File: config.mk
export PLATFORM = sky130hd
export DESIGN_NAME = bus_fault_reg
export DESIGN_NICKNAME = d
export VERILOG_FILES = /design/src/rtl/fltreg_pkg.sv /design/src/rtl/flt_sync_edge.sv /design/src/rtl/flt_busy_capture.sv /design/src/rtl/flt_store.sv /design/src/rtl/bus_fault_reg.sv
export SDC_FILE = /design/constraint.sdc
export NUM_CORES = 1
export LEC_CHECK = 0
export ABC_AREA = 1
export CORE_MARGIN = 2
export CORE_UTILIZATION = 39
export CTS_CLUSTER_DIAMETER = 30
export CTS_CLUSTER_SIZE = 12
export DETAILED_ROUTE_END_ITERATION = 12
export PLACE_DENSITY_LB_ADDON = 0.2
export SLEW_MARGIN = 40
export SYNTH_ARGS = -nofsm -noshare
export SYNTH_HDL_FRONTEND = slang
export SYNTH_SLANG_ARGS = --single-unit
File: constraint.sdc
create_clock -name clk -period 1.1 [get_ports clk]
set_clock_uncertainty 0.05 [all_clocks]
set_input_delay 0.33 -clock clk [delete_from_list [all_inputs] [get_ports clk]]
set_output_delay 0.33 -clock clk [all_outputs]
set_load 0.005 [all_outputs]
File: src/rtl/fltreg_pkg.sv
package fltreg_pkg;
  localparam int REG_W = 16;
  typedef logic [REG_W-1:0] freg_t;

  // flag numbers (flag 0 is the most significant register bit)
  localparam int F_PROT_OWN = 0;
  localparam int F_PROT_OTH = 1;
  localparam int F_PARITY   = 2;
  localparam int F_ADDR_MEM = 5;
  localparam int F_SYS0     = 7;
  localparam int F_ADDR_IO  = 8;
  localparam int F_SYS1_LO  = 13;
  localparam int F_SYS1_HI  = 15;

  function automatic freg_t flag_bit(input int k);
    freg_t v;
    v = '0;
    v[REG_W-1-k] = 1'b1;
    return v;
  endfunction
endpackage

File: src/rtl/flt_sync_edge.sv
module flt_sync_edge #(
  parameter int NUM_CH = 2,
  parameter int STAGES = 2
) (
  input  logic              clk,
  input  logic              rst,
  input  logic [NUM_CH-1:0] async_in,
  output logic [NUM_CH-1:0] rise
);
  localparam int LAST = STAGES;

  for (genvar i = 0; i < NUM_CH; i++) begin : g_ch
    logic [LAST:0] shreg;
    always_ff @(posedge clk) begin
      if (rst) shreg <= '0;
      else     shreg <= {shreg[LAST-1:0], async_in[i]};
    end
    // synchronised level vs. its delayed copy
    assign rise[i] = shreg[LAST-1] & ~shreg[LAST];
  end
endmodule

File: src/rtl/flt_busy_capture.sv
module flt_busy_capture
  import fltreg_pkg::*;
(
  input  logic  clk,
  input  logic  busy_n,
  input  logic  cpu_cycle,
  input  logic  mem_cycle,
  input  logic  prot_err_n,
  input  logic  par_err_n,
  input  logic  addr_err_n,
  output logic  cycle_end,
  output freg_t bus_set
);
  logic busy_q;

  // plain tracking flop: the previous level of busy
  always_ff @(posedge clk) busy_q <= busy_n;

  assign cycle_end = ~busy_q & busy_n;

  always_comb begin
    bus_set = '0;
    if (cycle_end) begin
      if (!prot_err_n)
        bus_set |= cpu_cycle ? flag_bit(F_PROT_OWN) : flag_bit(F_PROT_OTH);
      if (!par_err_n)
        bus_set |= flag_bit(F_PARITY);
      if (!addr_err_n)
        bus_set |= mem_cycle ? flag_bit(F_ADDR_MEM) : flag_bit(F_ADDR_IO);
    end
  end
endmodule

File: src/rtl/flt_store.sv
module flt_store
  import fltreg_pkg::*;
#(
  parameter freg_t MAJOR_MASK = 16'h2580,
  parameter freg_t UNRCV_MASK = 16'hC005
) (
  input  logic  clk,
  input  logic  rst,
  input  freg_t set_vec,
  input  logic  clr_en,
  input  freg_t clr_mask,
  output freg_t q,
  output logic  major_err,
  output logic  unrcv_err
);
  freg_t q_next;
  freg_t kill;

  always_comb begin
    kill   = clr_en ? clr_mask : '0;
    // set has priority over clear
    q_next = (q & ~kill) | set_vec;
  end

  always_ff @(posedge clk) begin
    if (rst) begin
      q         <= '0;
      major_err <= 1'b0;
      unrcv_err <= 1'b0;
    end else begin
      q         <= q_next;
      major_err <= |(q_next & MAJOR_MASK);
      unrcv_err <= |(q_next & UNRCV_MASK);
    end
  end
endmodule

File: src/rtl/bus_fault_reg.sv
module bus_fault_reg
  import fltreg_pkg::*;
#(
  parameter logic [15:0] MAJOR_MASK  = 16'h2580,
  parameter logic [15:0] UNRCV_MASK  = 16'hC005,
  parameter int          SYNC_STAGES = 2
) (
  input  logic        clk,
  input  logic        rst,
  input  logic        busy_n,
  input  logic        cpu_cycle,
  input  logic        mem_cycle,
  input  logic        prot_err_n,
  input  logic        par_err_n,
  input  logic        addr_err_n,
  input  logic        sys_flt0,
  input  logic        sys_flt1,
  input  logic        clr_en,
  input  logic [15:0] clr_mask,
  output logic [15:0] rd_data,
  output logic        major_err,
  output logic        unrcv_err
);
  localparam int NUM_SYS = 2;

  logic [NUM_SYS-1:0] sys_rise;
  logic               cycle_end;
  freg_t              bus_set;
  freg_t              sys_set;
  freg_t              set_all;

  flt_sync_edge #(.NUM_CH(NUM_SYS), .STAGES(SYNC_STAGES)) u_sync (
    .clk      (clk),
    .rst      (rst),
    .async_in ({sys_flt1, sys_flt0}),
    .rise     (sys_rise)
  );

  flt_busy_capture u_cap (
    .clk        (clk),
    .busy_n     (busy_n),
    .cpu_cycle  (cpu_cycle),
    .mem_cycle  (mem_cycle),
    .prot_err_n (prot_err_n),
    .par_err_n  (par_err_n),
    .addr_err_n (addr_err_n),
    .cycle_end  (cycle_end),
    .bus_set    (bus_set)
  );

  always_comb begin
    sys_set = '0;
    if (sys_rise[0]) sys_set |= flag_bit(F_SYS0);
    if (sys_rise[1]) sys_set |= flag_bit(F_SYS1_LO) | flag_bit(F_SYS1_HI);
    set_all = bus_set | sys_set;
  end

  flt_store #(.MAJOR_MASK(MAJOR_MASK), .UNRCV_MASK(UNRCV_MASK)) u_store (
    .clk       (clk),
    .rst       (rst),
    .set_vec   (set_all),
    .clr_en    (clr_en),
    .clr_mask  (clr_mask),
    .q         (rd_data),
    .major_err (major_err),
    .unrcv_err (unrcv_err)
  );
endmodule

# Yosys cells after proc, flatten, opt, wreduce, memory -nomap -nowiden
# Cells that the tools add are included.
dict set report classes {
  mux 10
  bitwise 11
  reduce_logical 2
}
# operator count
set ops {}
lappend ops {{$mux 16} 6}
lappend ops {{$or 16x16->16} 2}
lappend ops {{$and 16x16->16} 1}
lappend ops {{$not 16->16} 1}
lappend ops {{$or 16x9->16} 1}
lappend ops {{$mux 14} 1}
lappend ops {{$mux 11} 1}
lappend ops {{$mux 9} 1}
lappend ops {{$reduce_or 4->1} 2}
lappend ops {{$and 1x1->1} 3}
lappend ops {{$mux 3} 1}
lappend ops {{$not 1->1} 3}
dict set report word_totals {
  register_bits 25
  input_bits 27
}

# Depth between registers and ports, before layout
dict set report logic_depth {
  ltp_word 10
  ltp_mapped 7
  depth_no_buf 6
}

# By module
# A second synthesis with hierarchy kept.
dict set report unflattened {
  cells_unflattened 149
  hier_area_um2 1063.5
}
# module n_inst cells_each area_each_um2 seq_area_each_um2
set modules_own_cells {}
lappend modules_own_cells {flt_store 1 92 691.9 360.3}
lappend modules_own_cells {flt_sync_edge 1 20 172.7 120.1}
lappend modules_own_cells {flt_busy_capture 1 29 168.9 20.0}
lappend modules_own_cells {bus_fault_reg 1 8 30.0 0.0}

# Worst setup path before layout
# Ideal clock, no wire load.
dict set report synth_timing {
  path_kind {input -> register}
  start {input clr_en}
  end {register u_store.unrcv_err}
  setup_ns 0.118
  arrival_time_ns 0.823
  t_required_ns 0.932
  path_slack_ns 0.109
  stages 7
  n_path_buf 2
  path_cell_list {buf_6 buf_8 nand2_2 nand2_2 nand2_2 nor2_2 a21oi_2}
}
dict set report synth_between {
  elab_chain_len 5
}
# item line_no
set synth_rtl {}
lappend synth_rtl {{from (decl)} bus_fault_reg.sv:18} ;# input logic clr_en,
lappend synth_rtl {{$mux 16} flt_store.sv:20} ;# kill = clr_en ? clr_mask : '0;
lappend synth_rtl {{$not 16->16} flt_store.sv:22} ;# q_next = (q & ~kill) | set_vec;
lappend synth_rtl {{$and 16x16->16} flt_store.sv:22}
lappend synth_rtl {{$or 16x16->16} flt_store.sv:22}
lappend synth_rtl {{$reduce_or 4->1} flt_store.sv:33} ;# unrcv_err <= |(q_next & UNRCV_MASK);
lappend synth_rtl {{to (signal assigned)} flt_store.sv:33}
lappend synth_rtl {{to (decl)} flt_store.sv:14} ;# output logic unrcv_err
# Every way passes these cells.
# A chain may end at the register's enable or synchronous reset.

# Worst setup path in the final report
dict set report layout_timing {
  start {register u_store.q[2]}
  end {output rd_data[2]}
}
# item line_no
set layout_rtl {}
lappend layout_rtl {{from (decl)} flt_store.sv:12} ;# output freg_t q,
lappend layout_rtl {{from (signal assigned)} flt_store.sv:31} ;# q <= q_next;
lappend layout_rtl {{to (decl)} bus_fault_reg.sv:20} ;# output logic [15:0] rd_data,
# No word-level cell between the ends.

==> metrics.txt <==
Die W between 50 and 60 um; setup tns final -1.097 ns; WL final between 2 and 2.5 mm; RSZ-0062 raised after global routing true; CP Capture Type output pin; net switching share of the total power roughly a quarter; Total Nets Final approximately 200; Internal Dissipation 1228 uW; number of I/O pins 45; Reg2Reg Launch Point u_cap.busy_q$_DFF_P_; wire length of the first global-routing pass about 3.6 mm; max-cap violation count 0; Netlist cell types 14; dpl hpwl roughly 1.6 mm; largest delay contributor family on the critical path flip-flops; most common cell after layout, fill and taps aside sky130_fd_sc_hd__nand2_1; core outline area 2233 um^2; post-synthesis net count between 100 and 150; number of cell rows 17; clock latency of the later-clocked register in the worst-skew pair roughly 0.33 ns; initial drt markers 4; Net Switching 394.7 uW; smallest setup slack after layout -0.07341 ns; global-route track usage on met2 roughly a third; Slew HR between 80 and 90%; outcome finished, violations left; Starting Density around two fifths; CP Cell Sequence buf_2; weighted congestion at the end of routability-driven global placement 0.7252; Yosys warning count 0; met1 Resource Use GR between 10% and 20%; Final setup violation count 18; Hold WS ~0.079 ns; final number of hold-violating endpoints 0; area enclosed by the die boundary roughly 2800 um^2; Endpoint, Worst Hold u_cap.busy_q$_DFF_P_; maximum vdd drop 0.7829 mV; antenna violations before repair 0; # H-tree levels 1; hold-fix buffer count after cts 0; Pins Over Slew Limit 0; number of nets still failing antenna checks after routing 0; average size of a mapped cell between 7 and 8 um^2; Max Freq between 800 and 900 MHz; Max Fanout on Critical Path 2; endpoint of the worst-slack reg-to-reg timing path u_store.unrcv_err$_SDFF_PP0_; drc violations 0; Required @ worst endpoint between 0.7 and 0.8 ns; clock network power share roughly a quarter; overall routing resource usage approximately 18%; type of the worst min-delay path input port to flip-flop; area growth from synthesis to layout 58.82%; vias post-DR 898; die outline height about 53 um; Critical Path Start Type flip-flop; count of buffering cells on the critical path with inverters included 1; Hold Crit Start busy_n; largest net degree at the start of global routing 16; P per Cell Area between 1000 and 1500 nW/um^2; residual overflow from global routing 0; number of instances on the worst hold path 1; CTS max path bufs 2; Vias per Instance 4.424; Sequential Power Share about three fifths; port buffer count 44; leading cell types in the layout, fill and taps excluded sky130_fd_sc_hd__nand2_1 (36), sky130_fd_sc_hd__clkdlybuf4s50_1 (24), sky130_fd_sc_hd__nor2_1 (21); layout cells sized above 1 a little over a third; worst slew pin tran around 0.18 ns; Combinational Power Share between 10% and 20%; Worst R2R Setup Slack ~0.17 ns; shortest clock period the worst path allows after layout roughly 1.2 ns; CTS Root Cell sky130_fd_sc_hd__clkbuf_4; Antenna Cells 0; violations in the final reports negative setup slack; Detailed Routing Iterations Pass 1 3; via count of the first global-routing pass 912; leakage power 0.0007153 uW; clock tree from TritonCTS done; worst setup path category flip-flop to output pin; Critical-path top delay cell sky130_fd_sc_hd__dfxtp_2; delay contributed by the slowest stage of the critical path 0.35 ns; Num CTS Buffers 3; Routed WL per cell about 11 um; arrival time of data at the critical path endpoint ~0.79 ns; clock slew at the register clock pins of the worst setup and hold paths roughly 0.14 ns; number of clock sinks seen by CTS 25; most heavily used metal layer in global routing met2; met3 usage in global routing about 3.7%; synthesized netlist cell count ~120; fraction of the yosys area taken by sequential cells a little over half; number of synthesized register bits 25; cell area after synthesis roughly 930 um^2; path depth of the worst reg2reg path 5; fin crit share 106.7%
logic make-up after synthesis:
family,Yosys count,synth area share (%)
compound gates,11,8.749
buf+inv,16,8.747
flops,25,53.84
simple gates,67,28.67
state kept, by name, summed over array words and instances, names as in the netlist:
register,cells
u_cap.busy_q,1
u_store.major_err,1
u_store.q,16
u_sync.g_ch.shreg,6
u_store.unrcv_err,1
synthesized netlist by cell type (all sizes together):
library cell / instances / area share, %
inv: 12 / 4.8
nor2: 25 / 11
o21ai: 1 / 0.94
a21boi: 1 / 2.0
o21ba: 1 / 1.1
nand2: 42 / 18
buf: 4 / 3.9
dfxtp: 25 / 54
a21oi: 8 / 4.7
routing by layer:
metal	share of wire, %	wire, um	vias up
met5	0	0	-
met1	41	874	403
met3	5.7	122	5
met2	52	1109	25
met4	2.0	42	0
li1	-	-	465
stage by stage:
stage	utilization [%]	setup slack [ns]	instance area, um^2	cells	power, uW
floorplan	-	0.1094	929.6	119	1062
global placement	64.65	-0.3755	1444	197	1219
detailed placement	64.65	-0.4036	1444	197	1225
CTS	64.15	-0.09304	1433	203	1648
global route	66.11	-0.1064	1476	203	1698
finish	66.11	-0.07341	1476	203	1623
power by group through the flow:
stage / registers (uW) / clock network (uW) / logic, uW
final: 948 / 424 / 251
after floorplan: 967 / 0 / 95.5
after global routing: 951 / 470 / 277
after global placement: 965 / 0 / 254
after CTS: 947 / 454 / 247
after detailed placement: 966 / 0 / 259
area by class of cell:
type / count / area (um^2)
Fill cell: 194 / 757.0
Sequential cell: 25 / 520.5
Timing Repair Buffer: 56 / 483.0
Multi-Input combinational cell: 78 / 362.8
Inverter: 12 / 45.04
Tap cell: 28 / 35.03
Clock buffer: 3 / 22.52
Clock inverter: 1 / 7.507
timing repair:
| action | 4_1_cts | 5_1_grt |
|---|---|---|
| setup endpoints to repair | 21 | 21 |
| pin swaps | 0 | 2 |
| buffers inserted | 2 | 0 |
| resized for setup | 92 | 10 |
how the worst max path moves through the flow:
stage | start | to | slack [ns] | cells after the start
6_report | u_store.q[2]$_SDFF_PP0_ | rd_data[2] | -0.07 | 1
2_1_floorplan | clr_en | u_store.unrcv_err$_SDFF_PP0_ | 0.11 | 7
4_1_cts | u_store.q[0]$_SDFF_PP0_ | rd_data[0] | -0.09 | 1
3_3_place_gp | clr_en | u_store.unrcv_err$_SDFF_PP0_ | -0.38 | 7
3_5_place_dp | clr_en | u_store.unrcv_err$_SDFF_PP0_ | -0.40 | 7
5_1_grt | u_store.q[2]$_SDFF_PP0_ | rd_data[2] | -0.11 | 1
Note: power is estimated with default switching activity, not from simulation.
